### src/rtl/mdm_pkg.sv
package mdm_pkg;

    localparam int LINE_CNT = 4;
    localparam int IDX_CTS  = 0;
    localparam int IDX_DSR  = 1;
    localparam int IDX_RI   = 2;
    localparam int IDX_DCD  = 3;

    typedef enum logic [0:0] {
        ST_FILL  = 1'b0,
        ST_ARMED = 1'b1
    } arm_state_e;

    typedef enum logic [0:0] {
        DET_ANY  = 1'b0,
        DET_FALL = 1'b1
    } det_mode_e;

endpackage

### src/rtl/mdm_sync.sv
module mdm_sync #(
    parameter int W      = 4,
    parameter int STAGES = 2
) (
    input  logic         clk,
    input  logic         rst_n,
    input  logic [W-1:0] d,
    output logic [W-1:0] q
);

    logic [W-1:0] stg [STAGES];

    always_ff @(posedge clk or negedge rst_n) begin
        if (!rst_n) begin
            stg[0] <= '0;
        end else begin
            stg[0] <= d;
        end
    end

    generate
        for (genvar s = 1; s < STAGES; s++) begin : g_stage
            always_ff @(posedge clk or negedge rst_n) begin
                if (!rst_n) begin
                    stg[s] <= '0;
                end else begin
                    stg[s] <= stg[s-1];
                end
            end
        end
    endgenerate

    assign q = stg[STAGES-1];

endmodule

### src/rtl/mdm_delta_cell.sv
module mdm_delta_cell
    import mdm_pkg::*;
#(
    parameter det_mode_e MODE = DET_ANY
) (
    input  logic clk,
    input  logic rst_n,
    input  logic level,
    input  logic arm,
    input  logic clr,
    output logic flag
);

    logic prev_lvl;
    logic hit;

    generate
        if (MODE == DET_FALL) begin : g_fall
            assign hit = prev_lvl & ~level;
        end else begin : g_any
            assign hit = prev_lvl ^ level;
        end
    endgenerate

    always_ff @(posedge clk or negedge rst_n) begin
        if (!rst_n) begin
            prev_lvl <= 1'b0;
            flag     <= 1'b0;
        end else begin
            prev_lvl <= level;
            flag     <= (flag & ~clr) | (hit & arm);
        end
    end

endmodule

### src/rtl/mdm_stat_track.sv
module mdm_stat_track
    import mdm_pkg::*;
#(
    parameter int SYNC_STAGES = 2
) (
    input  logic       clk,
    input  logic       rst_n,
    input  logic [3:0] line_in,
    input  logic       rd_stb,
    input  logic       irq_en,
    output logic [7:0] stat_q,
    output logic       irq
);

    localparam int SETTLE = SYNC_STAGES + 1;
    localparam int CW     = $clog2(SETTLE + 1);

    arm_state_e          state_q, state_d;
    logic [CW-1:0]       fill_cnt;
    logic                armed;
    logic [LINE_CNT-1:0] lvl;
    logic [LINE_CNT-1:0] delta;

    // State register
    always_ff @(posedge clk or negedge rst_n) begin
        if (!rst_n) begin
            state_q <= ST_FILL;
        end else begin
            state_q <= state_d;
        end
    end

    // Fill counter, only running in ST_FILL
    always_ff @(posedge clk or negedge rst_n) begin
        if (!rst_n) begin
            fill_cnt <= '0;
        end else if (state_q == ST_FILL) begin
            fill_cnt <= fill_cnt + 1'b1;
        end
    end

    // Next state: FILL_DONE and STAY_ARMED
    always_comb begin
        state_d = state_q;
        unique case (state_q)
            ST_FILL: begin
                if (fill_cnt == CW'(SETTLE - 1)) begin
                    state_d = ST_ARMED;
                end
            end
            ST_ARMED: begin
                state_d = ST_ARMED;
            end
        endcase
    end

    // State outputs
    always_comb begin
        armed = 1'b0;
        unique case (state_q)
            ST_FILL:  armed = 1'b0;
            ST_ARMED: armed = 1'b1;
        endcase
    end

    mdm_sync #(
        .W      (LINE_CNT),
        .STAGES (SYNC_STAGES)
    ) u_sync (
        .clk   (clk),
        .rst_n (rst_n),
        .d     (line_in),
        .q     (lvl)
    );

    generate
        for (genvar i = 0; i < LINE_CNT; i++) begin : g_line
            if (i == IDX_RI) begin : g_trail
                mdm_delta_cell #(.MODE(DET_FALL)) u_cell (
                    .clk   (clk),
                    .rst_n (rst_n),
                    .level (lvl[i]),
                    .arm   (armed),
                    .clr   (rd_stb),
                    .flag  (delta[i])
                );
            end else begin : g_both
                mdm_delta_cell #(.MODE(DET_ANY)) u_cell (
                    .clk   (clk),
                    .rst_n (rst_n),
                    .level (lvl[i]),
                    .arm   (armed),
                    .clr   (rd_stb),
                    .flag  (delta[i])
                );
            end
        end
    endgenerate

    assign stat_q = {lvl, delta};
    assign irq    = irq_en & (|delta);

endmodule

### config.mk
export PLATFORM = sky130hd
export DESIGN_NAME = mdm_stat_track
export DESIGN_NICKNAME = d
export VERILOG_FILES = /design/src/rtl/mdm_pkg.sv /design/src/rtl/mdm_sync.sv /design/src/rtl/mdm_delta_cell.sv /design/src/rtl/mdm_stat_track.sv
export SDC_FILE = /design/constraint.sdc
export NUM_CORES = 1
export LEC_CHECK = 0
export BUFFER_PORTS_ARGS = -buffer_cell sky130_fd_sc_hd__buf_4
export CORE_ASPECT_RATIO = 0.75
export CORE_MARGIN = 2
export CORE_UTILIZATION = 30
export DETAILED_ROUTE_END_ITERATION = 7
export SYNTH_ARGS = -nofsm -noshare
export SYNTH_HDL_FRONTEND = slang
export SYNTH_HIERARCHICAL = 1
export SYNTH_SLANG_ARGS = --single-unit
### constraint.sdc
create_clock -name clk -period 1.3 [get_ports clk]
set_input_delay 0.26 -clock clk [delete_from_list [all_inputs] [get_ports clk]]
set_output_delay 0.26 -clock clk [all_outputs]
set_load 0.02 [all_outputs]
==> flow_summary.ini <==
[status]
status = complete, but fails checks
violations = setup timing

[logic_synthesis]
synthArstFlopShare_pct = 100
avgSynthCellArea_um2 = 15.6
synth_area_leader_cell = dfrtp_1
synth_ff_type = dfrtp_1
ys_warn_count = 6
seq_area_frac_synth_pct = 72.8
yosys-top-cells-area = dfrtp_1 73%, buf_4 4.6%, a22o_1 4.0%
synth_common_cells = 19 x dfrtp_1, 5 x inv_1, 4 x buf_4, 3 x a22o_1, 3 x xor2_1
synth_nets = 51
synth_most_common_cell = dfrtp_1
synth_edf_count = 0
synthDistinctLibCells = 13
synth_cells = 42
synth_area_um2 = 653
synth-seq-cells = 19
yosys.area.top_type_share_pct = 72.8

[timing]
max_slew_margin_pct = 79.0
skew_ns = 0.00409
tightest_slew_ns = 0.315
fin_hold_ws_ns = 0.0630
fin_ws_ns = -0.210
rsz0062_at_grt = yes
fin_crit_ns = 1.51
slew_violations = 0
hold_violations = 0
max_freq_ghz = 0.662
setup_viol_count_final = 1
min_period_over_period_pct = 116

[cts]
clkLatencyLatePin_ns = 0.29
numCtsBuffers = 3
clk_path_buf_depth = 2
root_buffer = clkbuf_4
clk_pin_slew_ns = 0.10
cts_sinks = 19
cts_tree = yes
cts.htree.levels = 1

[min_path]
min_path_type = in2reg

[finish]
fin_nets = 72
layout-area-overhead-vs-synth_pct = 28.2
antenna_cells = 0
drive_above_1_share_pct = 41.9

[critical_path]
critPathRequiredTime_ns = 1.04
crit_type = reg2out
crit_chain = o41a_1, buf_6
worstRegToRegCells = 3
crit_fanout = 2
r2r-start = fill_cnt[0]
slowest_stage = o41a_1
timing.rr.end = state_q
cp-end-kind = output port
start_kind = flip-flop
cp.arrival_ns = 1.25
rrSetupSlack_ns = 0.31
cp-startpoint = g_line[2].g_trail.u_cell/flag
endpoint = irq
slowest_delay_ns = 0.43

[global_route]
grt_overflow_total = 0
grt_max_degree = 20
grt_pass1_wl_um = 1640
grt_pass1_vias = 388
antenna_found_initial = 0
grt_usage_pct = 8.88

[power]
p_leak_nw = 0.415
power_density_nw_per_um2 = 1270
ir_drop_v = 0.000779
fin_total_pwr_mw = 1.07

[die]
start_util_pct = 32.1
dieWidth_um = 57.9
fp-row-count = 14
die-area_um2 = 2570
die_h_um = 44.4
io_pins = 17
core_um2 = 2030

[placement]
place_congestion = 0.738
portBuffers = 16

[routing]
drt_wl_total_um = 904
drt_iter0_drc = 8
vias = 352
drc = 0
viasPerCell = 4.09
avgRoutedWirePerCell_um = 10.5
drtAntennaViolNets = 0
first_pass_iters = 2

[flow_run]
drv_cap = 0
layer usage:
layer	track usage (%)	part of all wire (%)	vias to the layer above	wire, um
li1	-	-	172	-
met1	10.7	50	165	452
met2	13.4	41	15	367
met3	5.26	9.4	0	85
met4	2.79	0	0	0
met5	0	0	-	0
timing repair:
item	4_1_cts	5_1_grt
setup endpoints to repair	1	1
gates resized for setup	1	0
pin swaps	1	0
hold buffers	1	0
buffers inserted	3	0
endpoints found under the hold margin	19	0
cells in the final DEF (no fill, tap or decap), types with 3 or more instances in the layout:
master	instances
inv_1	5
xor2_1	3
dfrtp_1	19
a22o_1	3
buf_4	18
clkbuf_4	3
worst min path at each step:
stage | start | end | slack (ns) | cells past startpoint
3_3_place_gp | rst_n | u_sync/stg[6] | 0.14 | 1
3_5_place_dp | rst_n | u_sync/stg[7] | 0.15 | 1
5_1_grt | line_in[1] | u_sync/stg[5] | 0.04 | 1
4_1_cts | line_in[1] | u_sync/stg[5] | 0.05 | 1
2_1_floorplan | rst_n | fill_cnt[0] | -0.04 | 0
6_report | line_in[1] | u_sync/stg[5] | 0.06 | 1
power by group:
| group | switching, mW | internal, mW |
|---|---|---|
| logic | 0.0664 | 0.0726 |
| clock network | 0.173 | 0.115 |
| registers | 0.0176 | 0.623 |
| total | 0.257 | 0.810 |
metrics by stage:
step           setup WS (ns)  cell area (um^2)  std cells  util (%)  setup TNS, ns
4_1_cts               -0.221               837         86      41.2         -0.221
3_5_place_dp          0.0873               773         78      38.1              0
2_1_floorplan         0.0665               653         42         -              0
6_report              -0.210               837         86      41.2         -0.210
5_1_grt               -0.257               837         86      41.2         -0.257
3_3_place_gp          0.0970               773         78      38.1              0
state kept, by name, indices dropped and copies added, names as in the netlist:
signal and cells:
g_line.g_trail.u_cell/flag 1, u_sync/q 4, g_line.g_both.u_cell/prev_lvl 3, g_line.g_both.u_cell/flag 3, g_line.g_trail.u_cell/prev_lvl 1, u_sync/stg 4
state_q 1, fill_cnt 2
cell families after synthesis:
family | after synthesis | share of synthesized area (%)
DFF | 19 | 72.8
buffers and inverters | 9 | 7.47
AOI/OAI and AO/OA | 6 | 7.85
xor gates and xnor gates | 4 | 5.36
and+or+nand+nor | 3 | 4.60
adders and majority gates | 1 | 1.92
area by class of cell:
type,instances,area (um^2)
tap,24,30.0
clock inverter,1,5.00
sequential,19,475
timing repair buffer,20,156
inverter,5,18.8
multi-input combinational,14,129
clock buffer,3,22.5
fill,208,1190
worst max-delay path: cells and delay by family, from the launching register on:
kind,cells,cell delay (ns)
buffers and inverters,1,0.14
AOI/OAI and AO/OA,1,0.43
DFF,1,0.39
No activity file was read; power rests on OpenSTA's default activity.
